`src/rtl/evt_irq_pkg.sv`:
```
package evt_irq_pkg;
  localparam int BANK_W      = 32;
  localparam int NUM_BANKS   = 3;
  localparam int NUM_GROUPS  = 3;
  localparam int NUM_EVT     = BANK_W * NUM_BANKS;
  localparam int EVT_IDX_W   = $clog2(NUM_EVT);
  localparam int BANK_IDX_W  = $clog2(NUM_BANKS);
  localparam int GRP_IDX_W   = $clog2(NUM_GROUPS);
  localparam int SLOT_W      = 2;
  localparam int GRP_FIELD_W = $clog2(NUM_GROUPS + 1);
  localparam int ADDR_W      = SLOT_W + GRP_FIELD_W;
  localparam int VEC_SLOT    = (1 << SLOT_W) - 1;
  localparam int MASK_W      = NUM_GROUPS * NUM_EVT;

  typedef enum logic [1:0] {
    RD_NONE = 2'd0,
    RD_STS  = 2'd1,
    RD_MASK = 2'd2,
    RD_VEC  = 2'd3
  } rd_kind_t;

  typedef struct packed {
    logic [NUM_BANKS-1:0]            ackStb;
    logic [NUM_GROUPS*NUM_BANKS-1:0] maskStb;
  } wr_strobe_t;

  typedef struct packed {
    rd_kind_t              rdKind;
    logic [BANK_IDX_W-1:0] rdBank;
    logic [GRP_IDX_W-1:0]  rdGroup;
  } rd_sel_t;
endpackage

```
`src/rtl/evt_irq_ctrl.sv`:
```
module evt_irq_ctrl
  import evt_irq_pkg::*;
(
  input  logic              busSel,
  input  logic              busWr,
  input  logic [ADDR_W-1:0] busAddr,
  output wr_strobe_t        wrStb,
  output rd_sel_t           rdSel
);
  logic [SLOT_W-1:0]      slot;
  logic [GRP_FIELD_W-1:0] grpField;
  int                     slotI;
  int                     grpI;

  assign slot     = busAddr[SLOT_W-1:0];
  assign grpField = busAddr[ADDR_W-1:SLOT_W];

  always_comb begin
    slotI = int'(slot);
    grpI  = int'(grpField);
    wrStb = '0;
    rdSel = '0;
    rdSel.rdKind = RD_NONE;
    if (busSel) begin
      if (grpI == 0) begin
        if (slotI < NUM_BANKS) begin
          if (busWr) wrStb.ackStb[slotI] = 1'b1;
          else begin
            rdSel.rdKind = RD_STS;
            rdSel.rdBank = BANK_IDX_W'(slotI);
          end
        end
      end else if (grpI <= NUM_GROUPS) begin
        if (slotI < NUM_BANKS) begin
          if (busWr) wrStb.maskStb[(grpI - 1) * NUM_BANKS + slotI] = 1'b1;
          else begin
            rdSel.rdKind  = RD_MASK;
            rdSel.rdBank  = BANK_IDX_W'(slotI);
            rdSel.rdGroup = GRP_IDX_W'(grpI - 1);
          end
        end else if (slotI == VEC_SLOT && !busWr) begin
          rdSel.rdKind  = RD_VEC;
          rdSel.rdGroup = GRP_IDX_W'(grpI - 1);
        end
      end
    end
  end
endmodule

```
`src/rtl/evt_irq_regs.sv`:
```
module evt_irq_regs
  import evt_irq_pkg::*;
(
  input  logic               clk,
  input  logic               rstN,
  input  logic [NUM_EVT-1:0] evtIn,
  input  wr_strobe_t         wrStb,
  input  logic [BANK_W-1:0]  wdata,
  output logic [NUM_EVT-1:0] stsFlat,
  output logic [MASK_W-1:0]  maskFlat
);
  for (genvar b = 0; b < NUM_BANKS; b++) begin : g_sts
    logic [BANK_W-1:0] stsQ;
    logic [BANK_W-1:0] hit;
    assign hit = evtIn[b*BANK_W +: BANK_W];
    always_ff @(posedge clk or negedge rstN) begin
      if (!rstN)                stsQ <= '0;
      else if (wrStb.ackStb[b]) stsQ <= (stsQ & ~wdata) | hit;
      else                      stsQ <= stsQ | hit;
    end
    assign stsFlat[b*BANK_W +: BANK_W] = stsQ;
  end

  for (genvar g = 0; g < NUM_GROUPS; g++) begin : g_grp
    for (genvar b = 0; b < NUM_BANKS; b++) begin : g_word
      logic [BANK_W-1:0] maskQ;
      always_ff @(posedge clk or negedge rstN) begin
        if (!rstN)                              maskQ <= '0;
        else if (wrStb.maskStb[g*NUM_BANKS+b]) maskQ <= wdata;
      end
      assign maskFlat[g*NUM_EVT + b*BANK_W +: BANK_W] = maskQ;
    end
  end
endmodule

```
`src/rtl/evt_irq_resolve.sv`:
```
module evt_irq_resolve
  import evt_irq_pkg::*;
(
  input  logic [NUM_EVT-1:0]    stsFlat,
  input  logic [MASK_W-1:0]     maskFlat,
  input  rd_sel_t               rdSel,
  output logic [NUM_GROUPS-1:0] irqOut,
  output logic [BANK_W-1:0]     rdData
);
  logic [NUM_GROUPS*BANK_W-1:0] vecFlat;

  for (genvar g = 0; g < NUM_GROUPS; g++) begin : g_grp
    logic [NUM_EVT-1:0]   pend;
    logic                 found;
    logic [EVT_IDX_W-1:0] idx;
    assign pend      = stsFlat & maskFlat[g*NUM_EVT +: NUM_EVT];
    assign irqOut[g] = |pend;
    // Downward scan: the last hit written is the lowest event number
    always_comb begin
      found = 1'b0;
      idx   = '0;
      for (int i = NUM_EVT - 1; i >= 0; i--) begin
        if (pend[i]) begin
          found = 1'b1;
          idx   = EVT_IDX_W'(i);
        end
      end
    end
    assign vecFlat[g*BANK_W +: BANK_W] = {found, {(BANK_W-1-EVT_IDX_W){1'b0}}, idx};
  end

  always_comb begin
    case (rdSel.rdKind)
      RD_STS:  rdData = stsFlat[int'(rdSel.rdBank)*BANK_W +: BANK_W];
      RD_MASK: rdData = maskFlat[int'(rdSel.rdGroup)*NUM_EVT + int'(rdSel.rdBank)*BANK_W +: BANK_W];
      RD_VEC:  rdData = vecFlat[int'(rdSel.rdGroup)*BANK_W +: BANK_W];
      default: rdData = '0;
    endcase
  end
endmodule

```
`src/rtl/evt_irq_hub.sv`:
```
module evt_irq_hub
  import evt_irq_pkg::*;
(
  input  logic                  clk,
  input  logic                  rstN,
  input  logic [NUM_EVT-1:0]    evtIn,
  input  logic                  busSel,
  input  logic                  busWr,
  input  logic [ADDR_W-1:0]     busAddr,
  input  logic [BANK_W-1:0]     busWdata,
  output logic [BANK_W-1:0]     busRdata,
  output logic [NUM_GROUPS-1:0] irqOut
);
  wr_strobe_t         wrStb;
  rd_sel_t            rdSel;
  logic [NUM_EVT-1:0] stsFlat;
  logic [MASK_W-1:0]  maskFlat;

  evt_irq_ctrl u_ctrl (
    .busSel (busSel),
    .busWr  (busWr),
    .busAddr(busAddr),
    .wrStb  (wrStb),
    .rdSel  (rdSel)
  );

  evt_irq_regs u_regs (
    .clk     (clk),
    .rstN    (rstN),
    .evtIn   (evtIn),
    .wrStb   (wrStb),
    .wdata   (busWdata),
    .stsFlat (stsFlat),
    .maskFlat(maskFlat)
  );

  evt_irq_resolve u_resolve (
    .stsFlat (stsFlat),
    .maskFlat(maskFlat),
    .rdSel   (rdSel),
    .irqOut  (irqOut),
    .rdData  (busRdata)
  );
endmodule

```
`config.mk`:
```
export PLATFORM = sky130hd
export DESIGN_NAME = evt_irq_hub
export DESIGN_NICKNAME = d
export VERILOG_FILES = /design/src/rtl/evt_irq_pkg.sv /design/src/rtl/evt_irq_ctrl.sv /design/src/rtl/evt_irq_regs.sv /design/src/rtl/evt_irq_resolve.sv /design/src/rtl/evt_irq_hub.sv
export SDC_FILE = /design/constraint.sdc
export NUM_CORES = 1
export LEC_CHECK = 0
export BUFFER_PORTS_ARGS = -buffer_cell sky130_fd_sc_hd__buf_4
export CAP_MARGIN = 20
export CORE_MARGIN = 2
export CORE_UTILIZATION = 56
export DETAILED_ROUTE_END_ITERATION = 10
export PLACE_DENSITY = 0.78
export SKIP_LAST_GASP = 1
export SLEW_MARGIN = 20
export SYNTH_ARGS = -nofsm -noshare
export SYNTH_HDL_FRONTEND = slang
export SYNTH_SLANG_ARGS = --single-unit
```
`constraint.sdc`:
```
create_clock -name clk -period 5.7 [get_ports clk]
set_input_delay 1.14 -clock clk [delete_from_list [all_inputs] [get_ports clk]]
set_output_delay 1.14 -clock clk [all_outputs]
set_load 0.005 [all_outputs]
```
==> impl_metrics.toml, run 1 <==
[worst_setup_path]
rr_startpoint = "u_regs.g_grp[0].g_word[1].maskQ[4]"
regToRegSetupSlack_ns = 4.76
worstPathRequired_ns = 4.56
critPathLaunchType = "input pin"
cp_data_arrival_time_ns = 4.62
critical_path_class = "input pin to output pin"
crit_start = "busAddr[2]"
crit_path_end_kind = "output pin"
reg2reg_to = "u_regs.g_grp[0].g_word[1].maskQ[4]"
cp-endpoint = "busRdata[2]"
reg2reg_depth = 1
cp_max_fo = 5

[timing]
fin_ws_ns = -0.05978
fin_hold_ws_ns = 0.4828
finalClockSkew_ns = 0
setup_violations = 2
fin_crit_ns = 5.760
rsz0062_at_grt = "yes"
finalCritPeriodShare_pct = 101.0
fin_setup_tns_ns = -0.08703
final_max_slew_viol_count = 0
tightest_slew_ns = 1.030
max_slew_margin_pct = 31.33
finalHoldViolCount = 0
timing.fmax_mhz = 173.6

[floorplanning]
core_um2 = 41020
die_area_um2 = 43420
die_x_um = 208.4
die_h_um = 208.4
rows = 74
ioPinCount = 171
start_util_pct = 57.03

[routing]
dr.pass1.iters = 7
vias = 21630
routed_via_density = 7.260
drt_iter0_markers = 3094
wire_per_inst_um = 32.42
drtAntennaViolNets = 0
drc = 0
wl_um = 96580

[outcome]
violations = "setup timing"
status = "finished with violations"

[clock_tree]
clkSlewWorstSetupHoldPaths_ns = 0.06
cts_max_level = 2
clock_latency_ns = 0.57
cts_sinks = 384
clk_path_buf_depth = 3
cts_tree = "built"
cts_made_buffers = 43
holdBufCountCts = 0
cts_root_buf = "clkbuf_16"

[pwr]
clockPowerShare_pct = 38.9
p_sw_share_pct = 30.53
combPwrFrac_pct = 21.3
p_leak_uw = 0.01187
peakVddDrop_v = 0.0003253
intPower_uw = 5014
p_sw_uw = 2203
power_density_nw_per_um2 = 268.0
power_frac_seq_pct = 39.8

[yosys]
syn_area_um2 = 23390
synth-xor-area-share_pct = 0.1872
synth_top_family_by_area = "multiplexers"
synthMuxAreaShare_pct = 21.44
synth_cells = 2325
ys_types = 76
synth_edf_count = 0
synth_fa_ha_area_share_pct = 1.134
synth-seq-area-share_pct = 41.08
synthArstFlopShare_pct = 100.0
synth_area_per_cell_um2 = 10.06
synth-compound-area-share_pct = 19.28
synth_warnings = 0
synthFlopType = "dfrtp_1"
ys_ff_latch = 384
synth_nets = 2481
yosys.area_share.simple_pct = 13.40

[cells_and_area]
fin_nets = 2569
area_growth_pct = 15.11
final_common_cell = "nand2_1"
final_cell_mix = "nand2_1 (443), dfrtp_1 (384), mux2_2 (285)"
fin_cells = 2979
fin_area_um2 = 26930
post-route-util_pct = 65.65
drive_above_1_share_pct = 28.54

[global_route]
grtUsageTotal_pct = 44.36
grt_remaining_overflow = 0
grt_max_degree = 171
antenna_found_initial = 6
grt_pass1_wl_um = 141800
grt_pass1_vias = 21170

[place]
hpwl_um = 71800
gp_congestion = 1.084
dp_cells = 2896
port-buffer-count = 170
place_area_um2 = 25340

[flow_run]
cap_violations = 0

[hold_path]
hp-class = "input pin to asynchronous set/reset pin"
-- registers in the layout, summed over array words and instances (netlist names) --
name and flops:
u_regs.g_grp.g_word.maskQ 288, u_regs.g_sts.stsQ 96
-- stage by stage --
step           power [uW]  worst slack, ns
3_5_place_dp         4380          -0.1757
4_1_cts              7157         -0.03084
2_1_floorplan        3654          0.01241
6_report             7218         -0.05978
3_3_place_gp         4374         -0.06577
5_1_grt              7404          -0.1381
-- cell usage after synthesis (42+ instances only) --
master / count / area share (%)
a21o_1: 104 / 3.3
a21oi_1: 89 / 1.9
a22oi_1: 96 / 3.1
a31oi_1: 42 / 1.1
clkbuf_1: 148 / 2.4
dfrtp_1: 384 / 41
mux2_2: 285 / 14
mux4_2: 64 / 6.2
nand2_1: 446 / 7.2
nand3_1: 62 / 1.3
nor2_1: 47 / 0.75
o211ai_1: 43 / 1.4
o21ai_0: 63 / 1.3
-- kinds of logic (layout without fill, tap and decap cells) --
family | count (synthesis) | count (layout)
adder cells (fa/ha/maj) | 20 | 20
other | 0 | 1
buffers and inverters | 206 | 327
multiplexers | 385 | 385
XOR/XNOR | 5 | 5
AND/OR/NAND/NOR | 701 | 701
AO/OA/AOI/OAI | 624 | 624
flip-flops | 384 | 384
-- metal layers --
metal / vias up / part of all wire, % / global-route usage (%)
li1: 8921 / - / -
met1: 10750 / 38 / 58.86
met2: 1614 / 45 / 69.30
met3: 337 / 11 / 10.46
met4: 10 / 5.4 / 20.52
met5: - / 0.071 / 0
-- worst min path at each step --
stage                                              from                                   to  slack [ns]  cells past startpoint
floorplan           u_regs.g_grp[2].g_word[1].maskQ[18]  u_regs.g_grp[2].g_word[1].maskQ[18]        0.49                      1
global placement    u_regs.g_grp[2].g_word[1].maskQ[18]  u_regs.g_grp[2].g_word[1].maskQ[18]        0.51                      1
detailed placement  u_regs.g_grp[2].g_word[1].maskQ[28]  u_regs.g_grp[2].g_word[1].maskQ[28]        0.52                      1
CTS                                                rstN             u_regs.g_sts[2].stsQ[13]        0.49                      1
global route                                       rstN             u_regs.g_sts[2].stsQ[13]        0.51                      1
finish                                             rstN             u_regs.g_sts[2].stsQ[13]        0.48                      1
-- critical path, stage by stage --
cell	delay, ns
buf_8	0.09
inv_6	0.04
ha_4	0.15
or3_4	0.35
ha_4	0.28
inv_4	0.03
fa_4	0.84
buf_12	0.13
mux4_2	0.49
nand2_2	0.07
a21oi_1	0.06
a31oi_1	0.20
o211ai_1	0.15
a21oi_1	0.19
o211ai_1	0.19
buf_4	0.20
-- power by group through the flow --
stage               logic (uW)  clock network (uW)  registers [uW]
global placement          1460                   0            2910
floorplan                  781                   0            2870
CTS                       1480                2810            2870
finish                    1540                2810            2870
detailed placement        1460                   0            2920
global route              1600                2920            2880
-- final cells by class --
cell class | count | area (um2)
Antenna cell | 1 | 2.502
Clock buffer | 61 | 1266
Clock inverter | 17 | 148.9
Fill cell | 3217 | 14090
Inverter | 12 | 55.05
Multi-Input combinational cell | 1735 | 13150
Sequential cell | 384 | 9609
Tap cell | 532 | 665.6
Timing Repair Buffer | 237 | 2034
-- repair_timing --
item                       in CTS  in global routing
pin swaps                       7                  8
setup buffers                   3                  0
cloned                          0                  2
setup endpoints to repair      23                 28
resized for setup              18                 16
hold endpoints to repair        0                  0
Power figures use the tool's default switching activity.
==> run 2, diff against run 1 <==
Settings changed: CORE_UTILIZATION 56 to 37, PLACE_DENSITY 0.78 to default.
==> impl_metrics.toml, run 2 (synthesis gave the netlist of run 1 again) <==
[floorplanning]
start_util_pct = 37.29
die_x_um = 255.5
die_area_um2 = 65250
ioPinCount = 171
core_um2 = 62740
die_h_um = 255.5
rows = 92

[routing]
dr.pass1.iters = 8
drt_iter0_markers = 2772
drtAntennaViolNets = 0
wl_um = 99950
routed_via_density = 6.439
vias = 21290
drc = 0
wire_per_inst_um = 30.23

[flow_run]
cap_violations = 0

[clock_tree]
cts_root_buf = "clkbuf_16"
cts_tree = "built"
cts_max_level = 2
holdBufCountCts = 0
clock_latency_ns = 0.57
cts_sinks = 384
cts_made_buffers = 44
clkSlewWorstSetupHoldPaths_ns = 0.06
clk_path_buf_depth = 3

[cells_and_area]
top_register = "u_regs.g_grp.g_word.maskQ"
fin_nets = 2580
final_cell_mix = "nand2_1 (443), dfrtp_1 (384), mux2_2 (285)"
top_regs = "u_regs.g_grp.g_word.maskQ (288), u_regs.g_sts.stsQ (96)"
drive_above_1_share_pct = 28.82
register_area_um2 = 9609
final_common_cell = "nand2_1"
largest_reg_flops = 288
area_growth_pct = 17.51
fin_area_um2 = 27490
antenna_cells = 0
fin_cells = 3306
nFillCells = 6026
multi_input_area_um2 = 13160
post-route-util_pct = 43.82

[timing]
finalClockSkew_ns = 0
timing.fmax_mhz = 172.2
fin_crit_ns = 5.807
max_slew_margin_pct = 30.76
tightest_slew_ns = 1.032
setup_violations = 5
finalHoldViolCount = 0
rsz0062_at_grt = "yes"
fin_ws_ns = -0.1074
final_max_slew_viol_count = 0
finalCritPeriodShare_pct = 101.9

[place]
port-buffer-count = 170
dp_cells = 3212
gp_congestion = 1.025
hpwl_um = 75200
place_area_um2 = 25720

[worst_setup_path]
cp_max_fo = 7
critical_path_class = "input pin to output pin"
slowest_stage = "fa_4"
crit_start = "busAddr[2]"
worstPathCellList = "buf_8 > inv_4 > ha_4 > or3_4 > ha_4 > inv_4 > fa_4 > buf_12 > buf_12 > mux4_2 > nand2_1 > a21oi_1 > a31oi_1 > o21ai_1 > a311o_1 > buf_4"
worst-path-buf-inv = 6
rr_startpoint = "u_regs.g_grp[1].g_word[2].maskQ[11]"
reg2reg_depth = 1
regToRegSetupSlack_ns = 4.78
cp_data_arrival_time_ns = 4.67
critPathLaunchType = "input pin"
crit_path_end_kind = "output pin"
critPathTopFamily = "adder cells"
worstPathRequired_ns = 4.56
critPathMaxStageDelay_ns = 0.86
cp-endpoint = "busRdata[4]"
cp.depth = 16
reg2reg_to = "u_regs.g_grp[1].g_word[2].maskQ[11]"

[pwr]
p_leak_uw = 0.01196
p_total_uw = 7416
power_density_nw_per_um2 = 269.8
peakVddDrop_v = 0.0001892

[hold_path]
hp-class = "register to register"

[global_route]
antenna_found_initial = 1
grtUsageTotal_pct = 29.96
grt_pass1_wl_um = 146100
grt_max_degree = 127
grt_pass1_vias = 20690
grt_remaining_overflow = 0

[outcome]
status = "finished with violations"
violations = "setup timing"
==> run 2: changes by cell type in the layout (fill, tap and decap cells not counted), sizes merged <==
| cell | before | now |
|---|---|---|
| diode | 1 | 0 |
| buf | 235 | 245 |
| inv | 14 | 16 |
| clkbuf | 63 | 61 |
| bufinv | 2 | 6 |
==> run 2: final cells by class <==
class | count | share of cell area, %
Multi-Input combinational cell | 1735 | 47.88
Clock buffer | 59 | 4.470
Tap cell | 846 | 3.851
Clock inverter | 23 | 1.042
Timing Repair Buffer | 247 | 7.610
Sequential cell | 384 | 34.96
Inverter | 12 | 0.1912
==> run 2: metal layers <==
layer / global-route usage (%) / part of all wire [%] / vias to the layer above / routed length [um]
met5: 0 / 0.013 / - / 13
met4: 9.860 / 3.8 / 2 / 3763
met3: 4.296 / 7.7 / 231 / 7694
met2: 48.45 / 47 / 1161 / 46530
met1: 41.37 / 42 / 10930 / 41950
li1: - / - / 8961 / -
==> run 2: worst min path at each step <==
stage,startpoint,endpoint,slack (ns),cells after the start
finish,u_regs.g_grp[1].g_word[0].maskQ[14],u_regs.g_grp[1].g_word[0].maskQ[14],0.53,1
CTS,u_regs.g_grp[1].g_word[0].maskQ[14],u_regs.g_grp[1].g_word[0].maskQ[14],0.54,1
detailed placement,u_regs.g_grp[1].g_word[0].maskQ[14],u_regs.g_grp[1].g_word[0].maskQ[14],0.52,1
global route,u_regs.g_grp[2].g_word[0].maskQ[7],u_regs.g_grp[2].g_word[0].maskQ[7],0.57,1
floorplan,u_regs.g_grp[2].g_word[1].maskQ[18],u_regs.g_grp[2].g_word[1].maskQ[18],0.49,1
global placement,u_regs.g_grp[2].g_word[0].maskQ[12],u_regs.g_grp[2].g_word[0].maskQ[12],0.51,1
==> run 2: what timing repair did <==
item,4_1_cts,5_1_grt
hold endpoints to repair,0,0
pin swaps,11,12
gates cloned,0,2
endpoints found under the setup margin,21,26
buffers inserted,4,6
resized for setup,18,16
==> run 2: metrics by stage <==
stage                     setup TNS (ns)  setup slack, ns  hold WS, ns
after floorplan                        0          0.01241       0.4895
after global routing              -1.478          -0.2305       0.5657
after detailed placement          -1.308          -0.1641       0.5240
after CTS                        -0.1665         -0.07961       0.5364
final                            -0.3886          -0.1074       0.5336
after global placement           -0.8484          -0.1268       0.5058
==> run 2: report_power, final <==
group	total, uW	internal [uW]	switching (uW)	leakage (uW)
registers	2870	2780	89.8	0.00486
clock network	3020	1800	1230	0.000751
logic	1520	591	927	0.00635
